===== src/rtl/dual_dac_cmd_pkg.sv =====
package dual_dac_cmd_pkg;
   localparam int OP_W = 4;

   typedef enum logic [OP_W-1:0] {
      OP_NOP      = 4'h0,
      OP_STAGE_A  = 4'h1,
      OP_STAGE_B  = 4'h2,
      OP_XFER     = 4'h8,
      OP_STAGE_A_X= 4'h9,
      OP_STAGE_B_X= 4'hA,
      OP_WAKE     = 4'hD,
      OP_SLEEP    = 4'hE,
      OP_ALL      = 4'hF
   } dac_op_e;

   typedef struct packed {
      logic stage_a;
      logic stage_b;
      logic xfer;
      logic wake;
      logic sleep;
   } dac_ctl_t;
endpackage


===== src/rtl/dual_dac_cmd_sync.sv =====
module dual_dac_cmd_sync #(
   parameter int W = 3,
   parameter int STAGES = 2,
   parameter logic [W-1:0] RST_VAL = '0
) (
   input  logic         clk,
   input  logic         rst_n,
   input  logic [W-1:0] d,
   output logic [W-1:0] q
);
   logic [W-1:0] chain [STAGES];

   always_ff @(posedge clk or negedge rst_n) begin
      if (!rst_n) begin
         for (int i = 0; i < STAGES; i++) chain[i] <= RST_VAL;
      end else begin
         chain[0] <= d;
         for (int i = 1; i < STAGES; i++) chain[i] <= chain[i-1];
      end
   end

   assign q = chain[STAGES-1];
endmodule


===== src/rtl/dual_dac_cmd_shift.sv =====
module dual_dac_cmd_shift #(
   parameter int FRAME_W = 16,
   localparam int CNT_W = $clog2(FRAME_W + 2)
) (
   input  logic               clk,
   input  logic               rst_n,
   input  logic               cs_n_s,
   input  logic               sck_s,
   input  logic               mosi_s,
   output logic               frame_stb,
   output logic [FRAME_W-1:0] frame_word
);
   localparam logic [CNT_W-1:0] FULL = CNT_W'(FRAME_W);
   localparam logic [CNT_W-1:0] OVER = CNT_W'(FRAME_W + 1);

   logic               sck_d, cs_d;
   logic [CNT_W-1:0]   cnt;
   logic [FRAME_W-1:0] shreg;
   logic               sck_rise, cs_rise;

   assign sck_rise = sck_s & ~sck_d;
   assign cs_rise  = cs_n_s & ~cs_d;

   always_ff @(posedge clk or negedge rst_n) begin
      if (!rst_n) begin
         sck_d      <= 1'b0;
         cs_d       <= 1'b1;
         cnt        <= '0;
         shreg      <= '0;
         frame_stb  <= 1'b0;
         frame_word <= '0;
      end else begin
         sck_d     <= sck_s;
         cs_d      <= cs_n_s;
         frame_stb <= cs_rise && (cnt == FULL);
         if (cs_rise) frame_word <= shreg;
         if (cs_n_s) begin
            cnt <= '0;
         end else if (sck_rise) begin
            shreg <= {shreg[FRAME_W-2:0], mosi_s};
            if (cnt != OVER) cnt <= cnt + 1'b1;
         end
      end
   end

   p_cnt_bound_r9: assert property (@(posedge clk) disable iff (!rst_n)
      cnt <= OVER);
   p_exact_len_r9: assert property (@(posedge clk) disable iff (!rst_n)
      frame_stb |-> $past(cnt) == FULL);
endmodule


===== src/rtl/dual_dac_cmd_chan.sv =====
module dual_dac_cmd_chan #(
   parameter int DATA_W = 10
) (
   input  logic              clk,
   input  logic              rst_n,
   input  logic              stb,
   input  logic              ld,
   input  logic              upd,
   input  logic [DATA_W-1:0] din,
   output logic [DATA_W-1:0] dac_q
);
   logic [DATA_W-1:0] in_q;

   always_ff @(posedge clk or negedge rst_n) begin
      if (!rst_n) begin
         in_q  <= '0;
         dac_q <= '0;
      end else if (stb) begin
         if (ld) in_q <= din;
         if (upd) dac_q <= ld ? din : in_q;
      end
   end

   p_dac_hold_r3: assert property (@(posedge clk) disable iff (!rst_n)
      !(stb && upd) |=> $stable(dac_q));
   p_xfer_copy_r4: assert property (@(posedge clk) disable iff (!rst_n)
      (stb && upd && !ld) |=> dac_q == $past(in_q));
   p_stage_keep_r4: assert property (@(posedge clk) disable iff (!rst_n)
      !(stb && ld) |=> $stable(in_q));
endmodule


===== src/rtl/dual_dac_cmd.sv =====
module dual_dac_cmd
   import dual_dac_cmd_pkg::*;
#(
   parameter int DATA_W      = 10,
   parameter int PAD_W       = 2,
   parameter int SYNC_STAGES = 2,
   localparam int FRAME_W    = OP_W + DATA_W + PAD_W,
   localparam int NCH        = 2
) (
   input  logic              clk,
   input  logic              rst_n,
   input  logic              spi_cs_n,
   input  logic              spi_sck,
   input  logic              spi_mosi,
   output logic [DATA_W-1:0] out_a,
   output logic [DATA_W-1:0] out_b,
   output logic              out_en
);
   if (DATA_W < 1)      begin : g_bad_data  $error("DATA_W must be at least 1"); end
   if (PAD_W < 0)       begin : g_bad_pad   $error("PAD_W must not be negative"); end
   if (SYNC_STAGES < 2) begin : g_bad_sync  $error("SYNC_STAGES must be at least 2"); end

   logic [2:0]         pins_s;
   logic               frame_stb;
   logic [FRAME_W-1:0] frame_word;
   logic [OP_W-1:0]    op;
   logic [DATA_W-1:0]  val;
   dac_ctl_t           ctl;
   logic [NCH-1:0]     ld_ch;
   logic [DATA_W-1:0]  dac_ch [NCH];
   logic               awake;

   dual_dac_cmd_sync #(.W(3), .STAGES(SYNC_STAGES), .RST_VAL(3'b100)) u_sync (
      .clk  (clk),
      .rst_n(rst_n),
      .d    ({spi_cs_n, spi_sck, spi_mosi}),
      .q    (pins_s)
   );

   dual_dac_cmd_shift #(.FRAME_W(FRAME_W)) u_shift (
      .clk       (clk),
      .rst_n     (rst_n),
      .cs_n_s    (pins_s[2]),
      .sck_s     (pins_s[1]),
      .mosi_s    (pins_s[0]),
      .frame_stb (frame_stb),
      .frame_word(frame_word)
   );

   assign op  = frame_word[FRAME_W-1 -: OP_W];
   assign val = frame_word[FRAME_W-OP_W-1 -: DATA_W];

   always_comb begin
      ctl = '0;
      case (op)
         OP_STAGE_A:   ctl.stage_a = 1'b1;
         OP_STAGE_B:   ctl.stage_b = 1'b1;
         OP_XFER:      begin ctl.xfer = 1'b1; ctl.wake = 1'b1; end
         OP_STAGE_A_X: begin ctl.stage_a = 1'b1; ctl.xfer = 1'b1; ctl.wake = 1'b1; end
         OP_STAGE_B_X: begin ctl.stage_b = 1'b1; ctl.xfer = 1'b1; ctl.wake = 1'b1; end
         OP_ALL:       begin ctl.stage_a = 1'b1; ctl.stage_b = 1'b1;
                             ctl.xfer = 1'b1; ctl.wake = 1'b1; end
         OP_WAKE:      ctl.wake = 1'b1;
         OP_SLEEP:     ctl.sleep = 1'b1;
         default:      ctl = '0;
      endcase
   end

   assign ld_ch = {ctl.stage_b, ctl.stage_a};

   for (genvar c = 0; c < NCH; c++) begin : g_ch
      dual_dac_cmd_chan #(.DATA_W(DATA_W)) u_chan (
         .clk  (clk),
         .rst_n(rst_n),
         .stb  (frame_stb),
         .ld   (ld_ch[c]),
         .upd  (ctl.xfer),
         .din  (val),
         .dac_q(dac_ch[c])
      );
   end

   always_ff @(posedge clk or negedge rst_n) begin
      if (!rst_n)                       awake <= 1'b0;
      else if (frame_stb && ctl.wake)   awake <= 1'b1;
      else if (frame_stb && ctl.sleep)  awake <= 1'b0;
   end

   assign out_a  = dac_ch[0];
   assign out_b  = dac_ch[1];
   assign out_en = awake;

   p_sleep_r7: assert property (@(posedge clk) disable iff (!rst_n)
      (frame_stb && op == OP_SLEEP) |=> !out_en && $stable(out_a) && $stable(out_b));
   p_wake_r7: assert property (@(posedge clk) disable iff (!rst_n)
      (frame_stb && (op == OP_WAKE || op == OP_XFER || op == OP_ALL)) |=> out_en);
   p_reserved_r8: assert property (@(posedge clk) disable iff (!rst_n)
      (frame_stb && !(op inside {OP_STAGE_A, OP_STAGE_B, OP_XFER, OP_STAGE_A_X,
                                 OP_STAGE_B_X, OP_WAKE, OP_SLEEP, OP_ALL}))
      |=> $stable(out_a) && $stable(out_b) && $stable(out_en));
   p_quiet_r9: assert property (@(posedge clk) disable iff (!rst_n)
      !frame_stb |=> $stable(out_a) && $stable(out_b) && $stable(out_en));
endmodule


===== config.mk =====
export PLATFORM = sky130hd
export DESIGN_NAME = dual_dac_cmd
export DESIGN_NICKNAME = d
export VERILOG_FILES = /design/src/rtl/dual_dac_cmd_pkg.sv /design/src/rtl/dual_dac_cmd_sync.sv /design/src/rtl/dual_dac_cmd_shift.sv /design/src/rtl/dual_dac_cmd_chan.sv /design/src/rtl/dual_dac_cmd.sv
export SDC_FILE = /design/constraint.sdc
export NUM_CORES = 1
export LEC_CHECK = 0
export CAP_MARGIN = 20
export CORE_ASPECT_RATIO = 0.75
export CORE_MARGIN = 4
export CORE_UTILIZATION = 25
export CTS_CLUSTER_SIZE = 30
export DETAILED_ROUTE_END_ITERATION = 10
export PLACE_DENSITY = 0.51
export SYNTH_ARGS = -nofsm -noshare
export SYNTH_HDL_FRONTEND = slang
export SYNTH_SLANG_ARGS = --single-unit
export TNS_END_PERCENT = 1

===== constraint.sdc =====
create_clock -name clk -period 2.92 [get_ports clk]
set_input_delay 0.292 -clock clk [delete_from_list [all_inputs] [get_ports clk]]
set_output_delay 0.292 -clock clk [all_outputs]
set_load 0.02 [all_outputs]

==> results of run 1 <==
-- state kept, by name, indices dropped and copies added, names as in the netlist --
signal,cells
g_ch.u_chan.dac_q,20
g_ch.u_chan.in_q,20
out_en,1
u_shift.cnt,5
u_shift.cs_d,1
u_shift.frame_stb,1
u_shift.frame_word,14
u_shift.sck_d,1
u_shift.shreg,16
u_sync.chain,3
u_sync.q,3
-- cells by family after synthesis --
group	after synthesis	synth area share (%)
simple gates	69	9.318
compound gates	57	10.76
buf+inv	25	3.871
flops	85	55.87
xor+xnor	3	0.6891
mux	61	18.50
fa+ha+maj	3	0.9844
-- layer usage --
| metal | wire length, µm | vias up | part of all wire [%] | track usage [%] |
|---|---|---|---|---|
| met3 | 369 | 15 | 4.7 | 3.270 |
| met2 | 3374 | 46 | 43 | 13.47 |
| met5 | 0 | - | 0 | 0 |
| li1 | - | 1129 | - | - |
| met4 | 123 | 0 | 1.6 | 3.744 |
| met1 | 3940 | 1195 | 50 | 13.71 |
-- power by group --
| part | switching [mW] | internal, mW |
|---|---|---|
| registers | 0.110 | 1.28 |
| logic | 0.0602 | 0.0971 |
| clock network | 0.462 | 0.599 |
-- metrics by stage --
stage	cell area (µm²)	hold WS, ps
after floorplan	3814	-3.591
after global placement	4217	335.7
after detailed placement	4217	337.1
after CTS	4496	196.8
after global routing	4533	346.0
final	4533	348.5
-- cell usage in the layout (no fill, tap or decap), types with 5 or more instances in the layout --
cell,n
clkbuf_16,9
a21oi_1,16
o21ai_0,11
nand2b_1,5
mux2_2,39
a221o_1,14
nand3_1,7
o2bb2ai_1,6
mux2_4,9
clkdlybuf4s50_1,24
mux2i_1,12
a22oi_1,6
nor2b_1,7
inv_1,6
nor2_1,23
buf_4,5
dfrtp_1,82
nand2_1,14
-- worst min-delay path by stage --
stage                     from                      end  slack, ps  depth (start not counted)
4_1_cts                  rst_n  g_ch[0].u_chan.dac_q[8]        200                          1
5_1_grt               spi_cs_n          u_sync.chain[5]        350                          1
3_3_place_gp   u_sync.chain[4]              u_sync.q[1]        340                          0
3_5_place_dp   u_sync.chain[4]              u_sync.q[1]        340                          0
2_1_floorplan            rst_n  g_ch[0].u_chan.dac_q[0]         -4                          0
6_report       u_sync.chain[4]              u_sync.q[1]        350                          0
-- repair_timing --
| action | in CTS | in global routing |
|---|---|---|
| hold endpoints to repair | 0 | 31 |
| setup endpoints to repair | 0 | 0 |
| setup buffers | 0 | 0 |
| hold buffers | 0 | 1 |
-- area by class of cell --
| cell class | instances | area, µm² | area share (%) |
|---|---|---|---|
| Sequential cell | 85 | 2131 | 47.01 |
| Multi-Input combinational cell | 193 | 1535 | 33.87 |
| Timing Repair Buffer | 31 | 315.3 | 6.956 |
| Clock inverter | 5 | 36.28 | 0.8004 |
| Clock buffer | 11 | 242.7 | 5.355 |
| Tap cell | 200 | 250.2 | 5.520 |
| Inverter | 6 | 22.52 | 0.4968 |
-- critical path, cell delays in order, from the launching register on --
cell and delay, ps:
dfrtp_1 810, nand2b_1 520, mux2_1 460, a221o_1 330
==> reports/qor.yml, run 1 <==
status:
  status: "finished, final reports clean"
synth:
  synth_cells: 303
  synth_seq_area_share_pct: 55.87
  syn_nets: 311
  synth_warnings: 0
  synth_top_area_share_pct: 53.81
  synth_common_cells: "82 x dfrtp_1, 39 x mux2_2, 23 x nor2_1"
  yosys.area.top_type: "dfrtp_1"
  synth_most_common_cell: "dfrtp_1"
  synth_area_mm2: 0.003814
  synth-edff-count: 0
  synth_area_leaders: "dfrtp_1 54%, mux2_2 12%, a221o_1 3.7%, mux2_4 3.5%, mux2i_1 3.1%"
  synth_cell_types: 38
  synth_seq_cells: 85
  async_reset_ff_share_pct: 100.0
  postSynthAreaPerCell_um2: 12.59
  ys.flop_type: "dfrtp_1"
floorplanning:
  io_pins: 26
  rows: 38
  die-height_um: 115.0
  coreArea_mm2: 0.01469
  start_util_pct: 25.96
  dieArea_mm2: 0.01731
  dieWidth_um: 150.6
global_routing:
  grt_pass1_wl_um: 12940
  grt_util_all_layers_pct: 9.628
  grt_overflow_total: 0
  grt_pass1_vias: 2392
  antenna_found_initial: 0
  grt_max_degree: 86
cts:
  clock_tree.root_cell: "clkbuf_16"
  htreeDepth: 3
  cts_tree: "done"
  cts_made_buffers: 9
  cts_buffer_depth: 2
  cts.clk_slew.worst_paths_ps: 60
  clk-insertion-delay-late_ps: 340
  clock_sinks: 85
  cts_resized: 0
timing:
  fmax_ghz: 0.4456
  relSlewSlack_pct: 47.08
  grt_setup_unrepaired: "false"
  fin_skew_ps: 6.847
  fin_tns_setup_ps: 0
  slew_violations: 0
  worstMarginPinSlew_ps: 792.9
  fin_crit_ps: 2244
  timing.final.crit_share_pct: 76.86
  final-hold-violation-count: 0
  setup_slack_ps: 675.8
  setup_violations: 0
pwr:
  power_mw: 2.612
  ir_worst_vdd_mv: 0.2620
  power_density_mw_per_mm2: 576.3
  p_leak_nw: 1.990
route:
  via_per_inst: 4.492
  wl_um: 7808
  wl_per_cell_um: 14.70
  firstDrtPassIters: 4
  drc_errors: 0
  drtIter0Drc: 125
  ant_nets: 0
  num_vias: 2385
setup_path:
  r2r-start: "u_shift.frame_word[12]"
  r2r_end: "g_ch[0].u_chan.dac_q[9]"
  critPathMaxFanout: 26
  rr_worst_depth: 3
  crit_required_ps: 3140
  worstSetupPathType: "reg2reg"
  worstPathArrival_ps: 2460
  endpoint_kind: "flip-flop"
  crit_start: "u_shift.frame_word[12]"
  start_kind: "flip-flop"
  r2r_setup_slack_ps: 680
  cp-endpoint: "g_ch[0].u_chan.dac_q[9]"
placement:
  gp_congestion: 0.7734
  dp_hpwl_um: 5269
  dp.cells: 513
  pre_cts_ws_ps: 714.9
  numPortBuffers: 25
run:
  maxCapViolCount: 0
min_path:
  holdCritPathClass: "reg2reg"
finish:
  final_util_pct: 30.86
  drive_gt1_share_pct: 23.26
  final_nets: 334
  syn_to_final_growth_pct: 18.86
  final_cells: 531
  antenna_cells: 0
  n_fill_cell: 1485
Power figures use the tool's default switching activity.
==> run 2: changes to the inputs <==
PLACE_DENSITY = 0.53   (was 0.51)
clock period = 1.9 ns   (was 2.92 ns; I/O delays follow)
==> run 2 against run 1 <==
  * Wire length shrank 1.9%
  * Die area is the same
  * Maximum frequency grew 31%
  * Clock skew is essentially flat
  * Global-route usage grew 0.13 points
  * Non-clock buffer count grew 9
  * Flip-flop and latch count is the same
  * Sequential power grew 54%
  * Count of clock-buffer cells in the layout is the same
  * First-iteration DRC count shrank 15%
  * Utilization grew 0.66 points
  * Critical endpoint is now g_ch[0].u_chan.in_q[0]
==> reports/qor.yml, run 2 (synthesized netlist as in run 1, its figures left out) <==
global_routing:
  grt_pass1_vias: 2500
  antenna_found_initial: 0
  grt_util_all_layers_pct: 9.761
  grt_max_degree: 44
  grt_overflow_total: 0
  grt_pass1_wl_um: 13040
cts:
  clock_sinks: 85
  cts_buffer_depth: 2
  cts_tree: "done"
  cts_resized: 0
  cts_made_buffers: 9
  cts_post_setup_buffers_inserted: 0
  cts.clk_slew.worst_paths_ps: 60
  clock_tree.root_cell: "clkbuf_16"
  htreeDepth: 3
  postCtsHoldBufs: 1
  clk-insertion-delay-late_ps: 340
route:
  wl_per_cell_um: 14.18
  wl_um: 7656
  drc_errors: 0
  num_vias: 2417
  drtIter0Drc: 106
  firstDrtPassIters: 4
  via_per_inst: 4.476
  ant_nets: 0
timing:
  setup_slack_ps: 184.8
  fin_tns_setup_ps: 0
  worstMarginPinSlew_ps: 621.5
  slew_violations: 0
  timing.final.crit_share_pct: 90.27
  fin_crit_ps: 1715
  grt_setup_unrepaired: "false"
  fin_skew_ps: 6.883
  relSlewSlack_pct: 58.57
  final-hold-violation-count: 0
  fmax_ghz: 0.5830
  timing.hold.ws_ps: 269.9
  setup_violations: 0
status:
  status: "finished, final reports clean"
pwr:
  ir_worst_vdd_mv: 0.4391
  p_leak_nw: 2.056
  power_density_mw_per_mm2: 898.1
placement:
  numPortBuffers: 25
  gp_congestion: 0.7615
  pre_cts_ws_ps: 177.1
  dp_hpwl_um: 5523
floorplanning:
  dieWidth_um: 150.6
  start_util_pct: 25.96
  rows: 38
  io_pins: 26
  coreArea_mm2: 0.01469
  die-height_um: 115.0
  dieArea_mm2: 0.01731
finish:
  final_nets: 343
  antenna_cells: 0
  syn_to_final_growth_pct: 21.39
  top_regs: "g_ch.u_chan.dac_q x20, g_ch.u_chan.in_q x20, u_shift.shreg x16"
  most-common-layout-cells: "82 x dfrtp_1, 39 x mux2_2, 24 x clkdlybuf4s50_1"
  drive_gt1_share_pct: 25.29
  layout_commonest_cell: "dfrtp_1"
setup_path:
  cp_cell_sequence: "nand3_1, o21ai_0, and3_1, mux2_2"
  start_kind: "flip-flop"
  critPathMaxFanout: 10
  endpoint_kind: "flip-flop"
  crit_slowest_cell: "and3_1"
  worstPathArrival_ps: 1940
  crit_required_ps: 2120
  worstSetupPathType: "reg2reg"
  max_stage_delay_ps: 520
min_path:
  holdCritPathClass: "in2reg"
run:
  maxCapViolCount: 0
[run 2: changes by cell type in the layout (fill, tap and decap cells not counted)]
cell        change
buf_12          +2
buf_16          -1
inv_6           +1
bufinv_16       +1
clkinvlp_4      -2
buf_4           +8
[run 2: worst max-delay path: cells and delay by family (launching register included)]
family / cells / cell delay, ps
AO/OA/AOI/OAI: 1 / 80
flip-flops: 1 / 480
multiplexers: 1 / 400
AND/OR/NAND/NOR: 2 / 630
[run 2: layout make-up]
cell class	instances	area [µm²]
repair buffers	40	387.9
flip-flops and latches	85	2131
multi-input cells	193	1535
inverters	6	22.52
clock buffers	11	242.7
well taps	200	250.2
fillers	1474	10060
clock inverters	5	60.06
[run 2: stage by stage]
step           cell area, µm²  instances  power, mW  util (%)
2_1_floorplan            3814        303      2.287         -
3_3_place_gp             4317        523      2.407     29.38
3_5_place_dp             4317        523      2.425     29.38
4_1_cts                  4629        540      4.233     31.51
5_1_grt                  4629        540      4.358     31.51
6_report                 4629        540      4.158     31.51
[run 2: power by group]
group	switching [mW]	internal, mW	leakage (nW)
clock network	0.718	1.06	0.146
registers	0.166	1.97	1.15
logic	0.0925	0.150	0.765
total	0.976	3.18	2.06
[run 2: routing by layer]
metal  routed length, µm  up-vias  track usage (%)
met3                 510        9            3.270
met2                3357       53            13.91
li1                    -     1147                -
met5                   0        -                0
met4                 146        0            4.167
met1                3641     1208            13.56
[run 2: path summary, 6_finish.rpt]
| check | startpoint | endpoint | slack, ps | cells after the start |
|---|---|---|---|---|
| max in group asynchronous | rst_n | g_ch[0].u_chan.dac_q[7] | 830 | 3 |
| max reg2reg | u_shift.frame_word[14] | g_ch[0].u_chan.in_q[0] | 180 | 4 |
| max | u_shift.frame_word[14] | g_ch[0].u_chan.in_q[0] | 180 | 4 |
| min in group asynchronous | rst_n | u_shift.shreg[14] | 400 | 2 |
| min reg2reg | u_sync.chain[4] | u_sync.q[1] | 350 | 0 |
| min | spi_cs_n | u_sync.chain[5] | 270 | 1 |
